**config.mk**
```make
export PLATFORM = sky130hd
export DESIGN_NAME = grant_latency_mon
export DESIGN_NICKNAME = d
export VERILOG_FILES = /design/src/rtl/glm_pkg.sv /design/src/rtl/glm_evt_decode.sv /design/src/rtl/glm_age_track.sv /design/src/rtl/glm_sticky.sv /design/src/rtl/grant_latency_mon.sv
export SDC_FILE = /design/constraint.sdc
export NUM_CORES = 1
export LEC_CHECK = 0
export ABC_CLOCK_PERIOD_IN_PS = 1000
export BUFFER_PORTS_ARGS = -buffer_cell sky130_fd_sc_hd__buf_4
export CAP_MARGIN = 0
export CORE_AREA = 2 2 39 41
export CTS_BUF_LIST = sky130_fd_sc_hd__clkbuf_16
export CTS_CLUSTER_DIAMETER = 100
export DETAILED_ROUTE_END_ITERATION = 10
export DIE_AREA = 0 0 41 43
export PLACE_DENSITY = 0.32
export REMOVE_ABC_BUFFERS = 1
export SLEW_MARGIN = 30
export SYNTH_ARGS = -nofsm -noshare
export SYNTH_HDL_FRONTEND = slang
export SYNTH_SLANG_ARGS = --single-unit
```
**constraint.sdc**
```tcl
create_clock -name clk -period 1 [get_ports clk]
set_input_delay 0.05 -clock clk [delete_from_list [all_inputs] [get_ports clk]]
set_output_delay 0.05 -clock clk [all_outputs]
set_load 0.005 [all_outputs]
```
**src/rtl/glm_pkg.sv**
```systemverilog
package glm_pkg;
  typedef struct packed {
    logic open;   // new obligation this cycle
    logic answer; // grant or competing request this cycle
  } glm_evt_t;
endpackage

```
**src/rtl/glm_evt_decode.sv**
```systemverilog
module glm_evt_decode
  import glm_pkg::*;
(
  input  logic     a_req,
  input  logic     bus_free,
  input  logic     b_req,
  input  logic     c_req,
  input  logic     a_grant,
  output glm_evt_t evt_o
);
  always_comb begin
    evt_o.open   = a_req & bus_free;
    evt_o.answer = a_grant | b_req | c_req;
  end
endmodule

```
**src/rtl/glm_age_track.sv**
```systemverilog
module glm_age_track
  import glm_pkg::*;
#(
  parameter int WIN_STEPS = 4
) (
  input  logic     clk,
  input  logic     rst_n,
  input  glm_evt_t evt_i,
  output logic     expire_o
);
  localparam int LAST = WIN_STEPS - 1;

  logic [LAST:0] age_q, age_d;
  logic          expire_q, expire_d;
  logic          upd_en;

  // Next-state: an answer this cycle empties every stage; survivors age one step.
  always_comb begin
    age_d[0] = evt_i.open & ~evt_i.answer;
    expire_d = age_q[LAST] & ~evt_i.answer;
  end

  generate
    for (genvar i = 1; i <= LAST; i++) begin : g_stage
      always_comb age_d[i] = age_q[i-1] & ~evt_i.answer;
    end
  endgenerate

  assign upd_en = evt_i.open | (|age_q) | expire_q;

  always_ff @(posedge clk or negedge rst_n) begin
    if (!rst_n) begin
      age_q    <= '0;
      expire_q <= 1'b0;
    end else if (upd_en) begin
      age_q    <= age_d;
      expire_q <= expire_d;
    end
  end

  assign expire_o = expire_q;

  // any answer leaves no obligation pending afterwards
  a_r3_r4_answer_flushes: assert property (@(posedge clk) disable iff (!rst_n)
    evt_i.answer |=> (age_q == '0));

  // with nothing pending and no opening, nothing becomes pending
  a_r1_no_spurious_open: assert property (@(posedge clk) disable iff (!rst_n)
    (!evt_i.open && age_q == '0) |=> (age_q == '0));
endmodule

```
**src/rtl/glm_sticky.sv**
```systemverilog
module glm_sticky (
  input  logic clk,
  input  logic rst_n,
  input  logic set_i,
  output logic flag_o
);
  logic flag_q;

  always_ff @(posedge clk or negedge rst_n) begin
    if (!rst_n)     flag_q <= 1'b0;
    else if (set_i) flag_q <= 1'b1;
  end

  assign flag_o = flag_q | set_i;

  // once raised the flag never drops outside reset
  a_r7_flag_holds: assert property (@(posedge clk) disable iff (!rst_n)
    flag_o |=> flag_o);
endmodule

```
**src/rtl/grant_latency_mon.sv**
```systemverilog
module grant_latency_mon
  import glm_pkg::*;
#(
  parameter int WIN_STEPS = 4
) (
  input  logic clk,
  input  logic rst_n,
  input  logic a_req,
  input  logic bus_free,
  input  logic b_req,
  input  logic c_req,
  input  logic a_grant,
  output logic viol_o,
  output logic err_o
);
  glm_evt_t evt;
  logic     expire;

  glm_evt_decode u_dec (
    .a_req   (a_req),
    .bus_free(bus_free),
    .b_req   (b_req),
    .c_req   (c_req),
    .a_grant (a_grant),
    .evt_o   (evt)
  );

  glm_age_track #(.WIN_STEPS(WIN_STEPS)) u_track (
    .clk     (clk),
    .rst_n   (rst_n),
    .evt_i   (evt),
    .expire_o(expire)
  );

  glm_sticky u_err (
    .clk   (clk),
    .rst_n (rst_n),
    .set_i (expire),
    .flag_o(err_o)
  );

  assign viol_o = expire;

  // a pulse requires the previous cycle to be free of grants and competing requests
  a_r5_viol_after_quiet: assert property (@(posedge clk) disable iff (!rst_n)
    viol_o |-> $past(!a_grant && !b_req && !c_req));

  // every violation pulse is reflected in the error flag
  a_r7_viol_sets_err: assert property (@(posedge clk) disable iff (!rst_n)
    viol_o |-> err_o);
endmodule

```
==> impl_metrics.env, run 1 <==
export IMPL_status="completed"
export IMPL_drc_errors=0
export IMPL_swShare_pct=15.46
export IMPL_clock_latency_ps=230
export IMPL_diodes=0
export IMPL_p_sw_mw=0.1437
export IMPL_cts_htree_levels=1
export IMPL_portBuffers=8
export IMPL_numClockSinks=6
export IMPL_vias=170
export IMPL_core_sq_mm=0.001384
export IMPL_ys_seq_area_share_pct=72.29
export IMPL_syn_area_sq_um=207.7
export IMPL_dp_slack_ps=159.0
export IMPL_intPower_mw=0.7857
export IMPL_worstSetupEndpointType="output pin"
export IMPL_via_per_inst=3.617
export IMPL_ys_warnings_count=0
export IMPL_totalWireLength_microns=430
export IMPL_final_nets=40
export IMPL_timing_max_cap_violations=0
export IMPL_rows=14
export IMPL_drt_iter0_drc=0
export IMPL_fmax_mhz=1010
export IMPL_finalWorstSetupSlack_ps=9.543
export IMPL_grt_pass1_vias=178
export IMPL_grt_max_degree=7
export IMPL_hp_class="in2reg"
export IMPL_start_kind="flop"
export IMPL_cellPowerDensity_mw_per_mm2=2198
export IMPL_synth_seq_cells=6
export IMPL_start_util_pct=15.01
export IMPL_finalSetupTns_ps=0
export IMPL_tightestPinTransition_ps=234.3
export IMPL_fp_dieArea_sq_mm=0.001763
export IMPL_cts_tree="done"
export IMPL_power_frac_comb_pct=4.7
export IMPL_p_leak_nw=0.2131
export IMPL_grt_overflow=0
export IMPL_arrival_ps=940
export IMPL_detail_route_wl_per_cell_microns=9.149
export IMPL_grt_usage_pct=6.357
export IMPL_drive_gt1_share_pct=48.39
export IMPL_cts_path_max_buffers=2
export IMPL_syn_inst=15
export IMPL_area_growth_pct=103.6
export IMPL_slew_headroom_pct=84.23
export IMPL_finalClockSkew_ps=1.769
export IMPL_required_ps=950
export IMPL_cts_root_buf="clkbuf_16"
export IMPL_firstDrtPassIters=1
export IMPL_finalWeightedCongestion=0.6308
export IMPL_clkSlewWorstSetupHoldPaths_ps=30
export IMPL_hold_viol_final=0
export IMPL_maxSlewViolCount=0
export IMPL_numCtsBuffers=3
export IMPL_post_route_util_pct=30.56
export IMPL_hold_ws_ps=62.79
export IMPL_ant_nets=0
export IMPL_ir_drop_mv=1.599
export IMPL_grt_pass1_wl_microns=655
export IMPL_worstSetupPathType="reg2out"
export IMPL_period_minus_slack_ps=990.5
export IMPL_die_width_microns=41
export IMPL_critPathMaxFanout=2
export IMPL_dieHeight_microns=43
export IMPL_io_pins=9
export IMPL_pwr_share_seq_pct=26.4
export IMPL_syn_mean_instance_area_sq_um=13.85
export IMPL_finalSetupViolations=0
export IMPL_period_share_pct=99.05
export IMPL_rsz0062_at_grt="true"
export IMPL_antenna_found_initial=0
export IMPL_synth_distinct_cells=6
export IMPL_power_frac_clock_pct=68.9
==> cells by family after synthesis <==
family | count (synthesis) | synth area share (%)
DFF | 6 | 72.29
and+or+nand+nor | 9 | 27.71
==> critical path, cell delays in order, from the launching register on <==
cell     delay, ps
dfrtp_1        360
or2_4          240
buf_6          110
==> layout by cell type (no fill, tap or decap), drive strengths merged <==
master	count
and2	4
nor3	1
buf	9
nor4	1
nand2	1
or2	2
dlygate4sd3	4
clkbuf	3
dfrtp	6
==> area by class of cell <==
type,instances,area [sq um]
tap,16,20.02
sequential,6,150.1
multi-input combinational,9,66.31
clock buffer,3,75.07
timing repair buffer,13,111.4
fill,142,960.9
==> power by group through the flow <==
stage          sequential, mW  combinational (mW)  clock, mW
2_1_floorplan           0.248             0.00331          0
3_3_place_gp            0.248              0.0278          0
3_5_place_dp            0.248              0.0290          0
4_1_cts                 0.245              0.0420      0.654
5_1_grt                 0.245              0.0476      0.671
6_report                0.245              0.0440      0.640
==> synthesized netlist by cell type <==
library cell	count	area [sq um]
dfrtp_1	6	150.1
and2_1	4	25.02
or2_2	2	12.51
nand2_1	1	3.750
nor3_2	1	10.01
nor4_1	1	6.260
==> through the flow <==
| step | power (mW) | cell area [sq um] | instances |
|---|---|---|---|
| final | 0.9293 | 422.9 | 47 |
| after global routing | 0.9634 | 422.9 | 47 |
| after CTS | 0.9412 | 416.7 | 47 |
| after detailed placement | 0.2772 | 287.8 | 39 |
| after global placement | 0.2760 | 287.8 | 39 |
| after floorplan | 0.2515 | 207.7 | 15 |
==> timing repair <==
item                                   in CTS  in global routing
hold buffers                                4                  0
pin swaps                                   1                  0
endpoints found under the hold margin       7                  0
resized for setup                           2                  1
buffers inserted                            1                  0
setup endpoints to repair                   1                  4
==> flip-flops by register name (all words and copies together) (netlist names) <==
register	count
u_track.age_q	4
u_track.expire_o	1
u_err.flag_q	1
==> final timing paths <==
kind / cells past startpoint / slack, ps / startpoint / endpoint
setup / recovery: 2 / 10 / u_err.flag_q$_DFFE_PN0P_ / err_o
hold / removal: 3 / 60 / bus_free / u_track.age_q[0]$_DFFE_PN0P_
setup reg to reg: 2 / 90 / u_track.expire_o$_DFFE_PN0P_ / u_err.flag_q$_DFFE_PN0P_
hold reg to reg: 1 / 440 / u_track.age_q[2]$_DFFE_PN0P_ / u_track.age_q[3]$_DFFE_PN0P_
max in group asynchronous: 2 / 710 / rst_n / u_track.age_q[1]$_DFFE_PN0P_
min in group asynchronous: 2 / 180 / rst_n / u_track.expire_o$_DFFE_PN0P_
==> layer usage <==
metal  vias to the layer above  track usage, %  wire [microns]
met2                        11           9.063             209
met1                        79           4.902             160
met3                         0           8.377              60
li1                         80               -               -
met4                         0           2.000               0
met5                         -               0               0
No activity file was read; power rests on OpenSTA's default activity.
==> inputs of run 2 (changes only) <==
--- a/config.mk
+++ b/config.mk
@@ -14,8 +14,8 @@
 export DETAILED_ROUTE_END_ITERATION = 10
 export DIE_AREA = 0 0 41 43
 export PLACE_DENSITY = 0.32
-export REMOVE_ABC_BUFFERS = 1
 export SLEW_MARGIN = 30
 export SYNTH_ARGS = -nofsm -noshare
 export SYNTH_HDL_FRONTEND = slang
+export SYNTH_HIERARCHICAL = 1
 export SYNTH_SLANG_ARGS = --single-unit
==> run 2 against run 1 <==
Critical path depth is the same. Combinational power shrank 33%. Sequential share of layout area grew 4.1 points. Utilization shrank 3.2 points. Die area is the same. Synthesized area shrank 0.60%. Critical path type unchanged. Critical endpoint unchanged.
==> impl_metrics.env, run 2 <==
export IMPL_status="completed"
export IMPL_grt_usage_pct=5.657
export IMPL_start_util_pct=14.92
export IMPL_tightestPinTransition_ps=165.3
export IMPL_maxSlewViolCount=0
export IMPL_ant_nets=0
export IMPL_cts_resized=0
export IMPL_r2r_end="u_err/flag_q$_DFFE_PN0P_"
export IMPL_timing_max_cap_violations=0
export IMPL_ir_drop_mv=1.106
export IMPL_crit_chain="or2_1, buf_4"
export IMPL_worstSetupPathType="reg2out"
export IMPL_synth_most_common_cell="dfrtp_1"
export IMPL_pwr_share_seq_pct=26.9
export IMPL_grt_overflow=0
export IMPL_min_from="bus_free"
export IMPL_firstDrtPassIters=2
export IMPL_top_register="u_track/age_q"
export IMPL_synth_top_cell_area_share_pct=72.73
export IMPL_dp_slack_ps=164.7
export IMPL_dieHeight_microns=43
export IMPL_finalWorstSetupSlack_ps=13.63
export IMPL_synth_seq_cells=6
export IMPL_hp_class="in2reg"
export IMPL_cts_path_max_buffers=2
export IMPL_final_common_cell="buf_4"
export IMPL_portBuffers=8
export IMPL_finalWeightedCongestion=0.5963
export IMPL_rrSetupSlack_ps=170
export IMPL_critPathMaxFanout=2
export IMPL_io_pins=9
export IMPL_syn_area_sq_um=206.4
export IMPL_synth_distinct_cells=5
export IMPL_syn_mean_instance_area_sq_um=13.76
export IMPL_worstSetupEndpointType="output pin"
export IMPL_slew_headroom_pct=88.98
export IMPL_clock_latency_ps=220
export IMPL_dp_cells=39
export IMPL_period_share_pct=98.64
export IMPL_finalClockSkew_ps=0.6794
export IMPL_final_nets=37
export IMPL_hold_viol_final=0
export IMPL_synth_edf_count=0
export IMPL_intPower_mw=0.7774
export IMPL_cts_htree_levels=1
export IMPL_dp_hpwl_microns=261.3
export IMPL_fillers=152
export IMPL_fp_dieArea_sq_mm=0.001763
export IMPL_fin_cells=44
export IMPL_grt_max_degree=7
export IMPL_critPathTopFamily="flip-flops"
export IMPL_clkSlewWorstSetupHoldPaths_ps=30
export IMPL_synth_nets=22
export IMPL_power_frac_comb_pct=3.2
export IMPL_final_cell_mix="9 x buf_4, 6 x dfrtp_1, 5 x nor2b_1"
export IMPL_critPathSlowestCell="dfrtp_1"
export IMPL_r2r_cells=2
export IMPL_ys_top_cells_by_area="dfrtp_1 73%, nor2b_1 15%, or2_1 6.1%, and2_1 3.0%, or3_1 3.0%"
export IMPL_drc_errors=0
export IMPL_numCtsBuffers=3
export IMPL_largest_reg_flops=4
export IMPL_p_sw_mw=0.1348
export IMPL_hold_path_cell_count=3
export IMPL_reg2reg_from="u_track/expire_o$_DFFE_PN0P_"
export IMPL_synth_ff_type="dfrtp_1"
export IMPL_slowest_delay_ps=360
export IMPL_cellPowerDensity_mw_per_mm2=2406
export IMPL_syn_inst=15
export IMPL_finalSetupViolations=0
export IMPL_power_frac_clock_pct=69.9
export IMPL_area_growth_pct=83.64
export IMPL_drive_gt1_share_pct=42.86
export IMPL_drt_iter0_drc=1
export IMPL_totalWireLength_microns=371
export IMPL_via_per_inst=3.523
export IMPL_swShare_pct=14.78
export IMPL_hold_ws_ps=158.6
export IMPL_fmax_mhz=1014
export IMPL_whs_endpoint="u_track/age_q[0]$_DFFE_PN0P_"
export IMPL_yosys_area_top_type="dfrtp_1"
export IMPL_p_leak_nw=0.1898
export IMPL_rows=14
export IMPL_die_width_microns=41
export IMPL_vias=155
export IMPL_numClockSinks=6
export IMPL_ys_warnings_count=6
export IMPL_rsz0062_at_grt="true"
export IMPL_antenna_found_initial=0
export IMPL_grt_pass1_vias=127
export IMPL_cts_tree="done"
export IMPL_required_ps=950
export IMPL_diodes=0
export IMPL_ys_seq_area_share_pct=72.73
export IMPL_period_minus_slack_ps=986.4
export IMPL_ys_async_sr_fraction_pct=100.0
export IMPL_synthTopCellsByCount="6 x dfrtp_1, 5 x nor2b_1, 2 x or2_1"
export IMPL_core_sq_mm=0.001384
export IMPL_grt_pass1_wl_microns=572
export IMPL_cp_num_buf_inv=1
export IMPL_cts_root_buf="clkbuf_16"
export IMPL_finalSetupTns_ps=0
export IMPL_detail_route_wl_per_cell_microns=8.432
export IMPL_arrival_ps=940
export IMPL_start_kind="flop"
## run 2: cell count changes in the layout (fill, tap and decap cells not counted), moves of 2 or more
cell | before | now
and2_1 | 4 | 1
or2_1 | 0 | 2
dlygate4sd3_1 | 4 | 1
nor2b_1 | 0 | 5
## run 2: worst max-delay path by stage
stage | endpoint | cells past startpoint | start | slack (ps)
2_1_floorplan | u_err/flag_q$_DFFE_PN0P_ | 1 | u_track/expire_o$_DFFE_PN0P_ | 290
3_3_place_gp | u_track/age_q[1]$_DFFE_PN0P_ | 3 | c_req | 180
3_5_place_dp | u_track/age_q[0]$_DFFE_PN0P_ | 3 | c_req | 160
4_1_cts | err_o | 2 | u_track/expire_o$_DFFE_PN0P_ | 8
5_1_grt | err_o | 2 | u_track/expire_o$_DFFE_PN0P_ | -7
6_report | err_o | 2 | u_track/expire_o$_DFFE_PN0P_ | 10
## run 2: logic make-up after synthesis
group / Yosys count / synth area share (%)
and+or+nand+nor: 9 / 27.28
DFF: 6 / 72.73
## run 2: cell type report
type	count	area, sq um	area share (%)
clock buffers	3	75.07	19.80
repair buffers	10	77.57	20.46
multi-input cells	9	56.30	14.85
flip-flops and latches	6	150.1	39.60
well taps	16	20.02	5.281
## run 2: layer usage
| metal | GRT usage (%) | wire [microns] | vias up |
|---|---|---|---|
| met5 | 0 | 0 | - |
| met4 | 8.000 | 6 | 0 |
| met3 | 3.665 | 51 | 2 |
| met2 | 5.938 | 159 | 9 |
| met1 | 5.902 | 155 | 72 |
| li1 | - | - | 72 |
## run 2: per-stage QoR
step	util, %	total power, mW	area (sq um)
2_1_floorplan	-	0.2528	206.4
3_3_place_gp	20.71	0.2744	286.5
3_5_place_dp	20.71	0.2752	286.5
4_1_cts	27.40	0.9288	379.1
5_1_grt	27.40	0.9423	379.1
6_report	27.40	0.9123	379.1
## run 2: power groups by stage
stage / combinational [mW] / sequential [mW] / clock (mW)
floorplan: 0.00465 / 0.248 / 0
global placement: 0.0262 / 0.248 / 0
detailed placement: 0.0270 / 0.248 / 0
CTS: 0.0304 / 0.245 / 0.653
global route: 0.0332 / 0.245 / 0.664
finish: 0.0294 / 0.245 / 0.638
## run 2: repair_timing
item | CTS | global route
setup buffers | 1 | 0
setup endpoints to repair | 1 | 1
hold buffers | 1 | 0
endpoints found under the hold margin | 6 | 0
## run 2: tightest hold or removal path, stage by stage
cell     delay (ps)
buf_4            70
and2_1          100
nor2b_1         120
==> inputs of run 3 (changes only) <==
--- a/config.mk
+++ b/config.mk
@@ -6,7 +6,7 @@
 export NUM_CORES = 1
 export LEC_CHECK = 0
 export ABC_CLOCK_PERIOD_IN_PS = 1000
-export BUFFER_PORTS_ARGS = -buffer_cell sky130_fd_sc_hd__buf_4
+export BUFFER_PORTS_ARGS = -buffer_cell sky130_fd_sc_hd__buf_2
 export CAP_MARGIN = 0
 export CORE_AREA = 2 2 39 41
 export CTS_BUF_LIST = sky130_fd_sc_hd__clkbuf_16
==> run 3 against run 2 <==
Worst hold slack worse by 14 ps. Design area shrank 7.3%. Combinational power down 23%. Total power decreased by 0.45%. Critical path depth is the same. Count of clock-buffer cells in the layout stayed put. Wire length fell by 4.3%. Clock power about the same. Fmax is 1.2% higher. Register-to-register slack improved by 120 ps. Final cell count shrank 2.3%. Critical path type unchanged.
==> impl_metrics.env, run 3 (synthesis results as in run 2) <==
export IMPL_hp_class="in2reg"
export IMPL_rows=14
export IMPL_maxSlewViolCount=0
export IMPL_fmax_mhz=1026
export IMPL_finalSetupViolations=0
export IMPL_final_nets=36
export IMPL_period_minus_slack_ps=975.1
export IMPL_ir_drop_mv=0.9628
export IMPL_timing_max_cap_violations=0
export IMPL_swShare_pct=15.10
export IMPL_cellPowerDensity_mw_per_mm2=2583
export IMPL_period_share_pct=97.51
export IMPL_worstSetupPathType="reg2out"
export IMPL_required_ps=950
export IMPL_start_kind="flop"
export IMPL_hold_viol_final=0
export IMPL_clkSlewWorstSetupHoldPaths_ps=30
export IMPL_drc_errors=0
export IMPL_diodes=0
export IMPL_arrival_ps=930
export IMPL_numCtsBuffers=3
export IMPL_grt_pass1_wl_microns=572
export IMPL_cts_htree_levels=1
export IMPL_core_sq_mm=0.001384
export IMPL_final_common_cell="buf_2"
export IMPL_drive_gt1_share_pct=40.74
export IMPL_p_sw_mw=0.1372
export IMPL_portBuffers=8
export IMPL_slew_headroom_pct=89.21
export IMPL_firstDrtPassIters=1
export IMPL_dp_slack_ps=203.5
export IMPL_antenna_found_initial=0
export IMPL_area_growth_pct=70.30
export IMPL_vias=152
export IMPL_start_util_pct=14.92
export IMPL_placed_area_sq_um=266.5
export IMPL_top_register="u_track/age_q"
export IMPL_grt_usage_pct=6.061
export IMPL_totalWireLength_microns=355
export IMPL_finalWorstSetupSlack_ps=24.91
export IMPL_dieHeight_microns=43
export IMPL_critPathMaxFanout=2
export IMPL_status="completed"
export IMPL_detail_route_wl_per_cell_microns=8.256
export IMPL_io_pins=9
export IMPL_hold_ws_ps=144.2
export IMPL_finalWeightedCongestion=0.5670
export IMPL_drt_iter0_drc=0
export IMPL_power_frac_clock_pct=70.5
export IMPL_grt_pass1_vias=132
export IMPL_numClockSinks=6
export IMPL_grt_max_degree=7
export IMPL_rsz0062_at_grt="true"
export IMPL_tightestPinTransition_ps=161.8
export IMPL_ant_nets=0
export IMPL_worstSetupEndpointType="output pin"
export IMPL_pwr_share_seq_pct=27.0
export IMPL_finalClockSkew_ps=1.567
export IMPL_p_leak_nw=0.1794
export IMPL_grt_overflow=0
export IMPL_fp_dieArea_sq_mm=0.001763
export IMPL_cts_resized=0
export IMPL_via_per_inst=3.535
export IMPL_final_cell_mix="8 x buf_2, 6 x dfrtp_1, 5 x nor2b_1"
export IMPL_cts_path_max_buffers=2
export IMPL_power_frac_comb_pct=2.5
export IMPL_clock_latency_ps=230
export IMPL_intPower_mw=0.7710
export IMPL_cts_root_buf="clkbuf_16"
export IMPL_largest_reg_flops=4
export IMPL_cts_tree="done"
export IMPL_design_area_sq_um=351.6
export IMPL_die_width_microns=41
[run 3: layer usage]
| metal | global-route usage [%] | vias to the layer above | routed length [microns] |
|---|---|---|---|
| li1 | - | 71 | - |
| met5 | 0 | - | 0 |
| met2 | 6.563 | 11 | 128 |
| met1 | 4.918 | 66 | 138 |
| met4 | 6.000 | 0 | 25 |
| met3 | 7.853 | 4 | 62 |
[run 3: repair_timing]
| item | 4_1_cts | 5_1_grt |
|---|---|---|
| buffers inserted | 0 | 0 |
| endpoints found under the hold margin | 6 | 0 |
| setup endpoints to repair | 0 | 1 |
| hold buffers | 1 | 0 |
[run 3: final timing paths]
| check | from | end | slack, ps | cells past startpoint |
|---|---|---|---|---|
| max reg2reg | u_track/expire_o$_DFFE_PN0P_ | u_err/flag_q$_DFFE_PN0P_ | 290 | 1 |
| max | u_err/flag_q$_DFFE_PN0P_ | err_o | 20 | 2 |
| max in group asynchronous | rst_n | u_track/age_q[1]$_DFFE_PN0P_ | 670 | 2 |
| min in group asynchronous | rst_n | u_track/age_q[3]$_DFFE_PN0P_ | 190 | 2 |
| min reg2reg | u_err/flag_q$_DFFE_PN0P_ | u_err/flag_q$_DFFE_PN0P_ | 450 | 1 |
| min | bus_free | u_track/age_q[0]$_DFFE_PN0P_ | 140 | 3 |
[run 3: cell type report]
class | instances | area (sq um)
sequential | 6 | 150.1
tap | 16 | 20.02
multi-input combinational | 9 | 56.30
fill | 157 | 1032
clock buffer | 3 | 75.07
timing repair buffer | 9 | 50.05
[run 3: power by group through the flow]
stage	clock network [mW]	registers, mW	logic [mW]
after floorplan	0	0.248	0.00465
after global placement	0	0.248	0.0196
after detailed placement	0	0.248	0.0200
after CTS	0.650	0.245	0.0234
after global routing	0.665	0.245	0.0257
final	0.640	0.245	0.0226
[run 3: worst max-delay path: stages, from the launching register on]
cell and delay, ps:
dfrtp_1 350, or2_1 220, buf_2 120
[run 3: through the flow]
| stage | power [mW] | utilization [%] | TNS, ps | instances |
|---|---|---|---|---|
| after global placement | 0.2678 | 19.26 | 0 | 39 |
| after CTS | 0.9185 | 25.41 | 0 | 43 |
| after global routing | 0.9365 | 25.41 | -3.056 | 43 |
| final | 0.9081 | 25.41 | 0 | 43 |
| after detailed placement | 0.2683 | 19.26 | 0 | 39 |
| after floorplan | 0.2528 | - | 0 | 15 |
